$ cat config.mk
export PLATFORM = sky130hd
export DESIGN_NAME = cache_set_lookup
export DESIGN_NICKNAME = d
export VERILOG_FILES = /design/src/rtl/cache_set_lookup.sv
export SDC_FILE = /design/constraint.sdc
export NUM_CORES = 1
export LEC_CHECK = 0
export BUFFER_PORTS_ARGS = -buffer_cell sky130_fd_sc_hd__buf_4
export CORE_AREA = 2 2 63 65
export DETAILED_ROUTE_END_ITERATION = 7
export DIE_AREA = 0 0 65 67
export GPL_ROUTABILITY_DRIVEN = 0
export PLACE_DENSITY = 0.95
export SYNTH_ARGS = -nofsm -noshare
export SYNTH_HDL_FRONTEND = slang
export SYNTH_SLANG_ARGS = --single-unit
$ cat constraint.sdc
create_clock -name vclk -period 5.25
set_input_delay 0.525 -clock vclk [all_inputs]
set_output_delay 0.525 -clock vclk [all_outputs]
set_load 0.02 [all_outputs]
$ cat src/rtl/cache_set_lookup.sv
module cache_set_lookup #(
    parameter int WAYS  = 4,
    parameter int TAG_W = 26,
    parameter int WAY_W = 2,
    parameter int AGE_W = 3
) (
    input  logic [WAYS-1:0]             set_valid,
    input  logic [WAYS-1:0][TAG_W-1:0]  set_tags,
    input  logic [WAYS-1:0][AGE_W-1:0]  set_ages,
    input  logic [TAG_W-1:0]            probe_tag,
    output logic                        hit,
    output logic [WAY_W-1:0]            hit_way,
    output logic [WAY_W-1:0]            victim_way,
    output logic                        victim_valid
);
    logic             free_any;
    logic [WAY_W-1:0] free_way;
    logic [WAY_W-1:0] oldest_way;

    always_comb begin
        hit        = 1'b0;
        hit_way    = '0;
        free_any   = 1'b0;
        free_way   = '0;
        oldest_way = '0;
        // descending scan so the lowest-numbered way wins
        for (int w = WAYS - 1; w >= 0; w--) begin
            if (set_valid[w] && set_tags[w] == probe_tag) begin
                hit     = 1'b1;
                hit_way = WAY_W'(w);
            end
            if (!set_valid[w]) begin
                free_any = 1'b1;
                free_way = WAY_W'(w);
            end
            if (set_ages[w] == AGE_W'(WAYS - 1)) begin
                oldest_way = WAY_W'(w);
            end
        end
        victim_way   = free_any ? free_way : oldest_way;
        victim_valid = !free_any;
    end

endmodule

==> impl_metrics.ini <==
[layout]
n_antenna_cell = 0
multi_input_area_um2 = 1280
finish.utilization = 0.690
fillers = 325
clockBufferCount = 0
layout.nets = 463
seq_cells = 0
drive_gt1_frac = 0.498
stdcell_count = 363
regArea_um2 = 0
syn2layout_area_growth_pct = 82.6
fin_area_um2 = 2490

[die]
dieArea_um2 = 4360
num_rows = 22
die_h_um = 67
core-area_um2 = 3610
initial_core_util = 0.378
ios = 152
die_x_um = 65

[synth]
avgSynthCellArea_um2 = 7.75
seq_area_frac_synth = 0
synth_cells = 176
syn_area_um2 = 1360
synth_area_leader_cell = xnor2_1
synth_area_leaders = xnor2_1 (57%), nand4_1 (10%), xor2_1 (9.0%)
ys_types = 27
netlist.area_leader.share = 0.565
syn_nets = 322
yosys_warnings = 0

[worst_setup_path]
startpoint_type = input pin
worst_path_largest_cell_delay_ps = 550
worstPathRequired_ps = 4720
critPathMaxFanout = 4
critPathKind = in2out
slowest_stage = or4_1
critPathMostFrequentCell = buf_4
cp.arrival_ps = 2250
crit_chain = buf_4 > xnor2_1 > nand4_1 > or4_1 > or2_1 > a221oi_2 > buf_4
worstSetupEndpointType = primary output

[timing]
period_minus_slack_ps = 2770
worst_slack_ps = 2480
timing.fmax_mhz = 361
rsz0062_at_grt = false
setup_viol = 0
slew-limit-headroom = 0.674
fin_crit_sh = 0.528
finalMaxSlewViolations = 0
hold_violations = 0
worst_pin_slew_ps = 484
finalSetupTns_ps = 0
fin_hold_ws_ps = 1380

[grt]
antenna_found_initial = 0
grt_pass1_wl_um = 8580
grt_start_max_net_pins = 5
grt_util_all_layers = 0.254
gr-total-overflow = 0
first_global_vias = 1927

[route]
finalWirelength_um = 5660
via_per_inst = 5.03
drc = 0
ant_nets = 0
wl_per_cell_um = 15.6
dr.pass1.iters = 4
drtIter0Drc = 41
vias = 1826

[clock_tree]
cts_resized = 0
cts_hold_buf = 0
post_cts_buffers = 0

[worst_hold_path]
min_path_type = in2out

[placement]
post-place-cells = 363
dp_hpwl_um = 5210
placed_cell_area_um2 = 2490
pre_cts_slack_ps = 2500
io_buffers = 152

[power]
p_int_mw = 0.127
seqPwrFrac = 0
p_sw_mw = 0.0765
swShare = 0.376
powerDensity_nw_per_um2 = 81.7
clkPwrFrac = 0
peakVddDrop_mv = 0.0418
leakage_nw = 1.05
power_mw = 0.203
power_frac_comb = 1.000

[job]
cap_violations = 0

[run_status]
status = completed
-- synthesized netlist by cell type --
library cell	count
clkbuf_1	4
o21ai_0	2
nand3_1	4
a21oi_1	2
nand3b_1	3
a221oi_2	1
buf_4	1
nor2_1	3
o2111ai_1	1
xnor2_1	88
a31oi_1	1
or2_1	1
or3b_2	1
inv_1	1
nor4_2	1
or4_1	2
buf_2	4
xnor2_2	2
clkbuf_2	2
xor2_1	14
a21boi_0	1
nand2_1	5
buf_6	2
nor4_1	4
nor3_1	3
nand4b_1	1
nand4_1	22
-- power by group through the flow --
stage / logic [mW] / registers [mW] / clock network (mW)
final: 0.203 / 0 / 0
after floorplan: 0.0913 / 0 / 0
after global placement: 0.199 / 0 / 0
after global routing: 0.220 / 0 / 0
after detailed placement: 0.204 / 0 / 0
after CTS: 0.205 / 0 / 0
-- cell families after synthesis --
group	share of synthesized area
AND/OR/NAND/NOR	0.221
buffers and inverters	0.0578
AO/OA/AOI/OAI	0.0422
XOR/XNOR	0.679
-- critical path, delay by kind of cell --
family	cells	cell delay, ps
AO/OA/AOI/OAI	1	260
buffers and inverters	2	330
XOR/XNOR	1	200
AND/OR/NAND/NOR	3	930
-- final cells by class --
class	count	area share
multi-input combinational	162	0.516
timing repair buffer	152	0.458
tap	48	0.0241
inverter	1	0.00151
-- final timing paths --
check / start / to / slack (ps) / cells after the start
min: set_valid[2] / victim_way[1] / 1380 / 3
max: probe_tag[13] / hit_way[1] / 2480 / 7
-- layer usage --
layer / GRT usage / vias to the layer above / routed length, um / part of all wire
met2: 0.510 / 95 / 3060 / 0.54
met3: 0.0456 / 12 / 448 / 0.079
met1: 0.274 / 838 / 2070 / 0.37
met5: 0 / - / 0 / 0
met4: 0.0452 / 0 / 81 / 0.014
li1: - / 881 / - / -
-- placed cells by master, fill, tap and decap left out --
cell and n:
nand2_1 5, a31oi_1 1, a221oi_2 1, xnor2_1 88
nand3b_1 3, nor2_1 3, buf_4 152, or3b_2 1
inv_1 1, nor4_1 4, o2111ai_1 1, nor4_2 1
nand3_1 4, xor2_1 14, xnor2_2 2, nand4_1 22
a21boi_0 1, or4_1 2, or2_1 1, nand4b_1 1
a21oi_1 2, o21ai_0 2, nor3_1 3
Power figures use the tool's default switching activity.
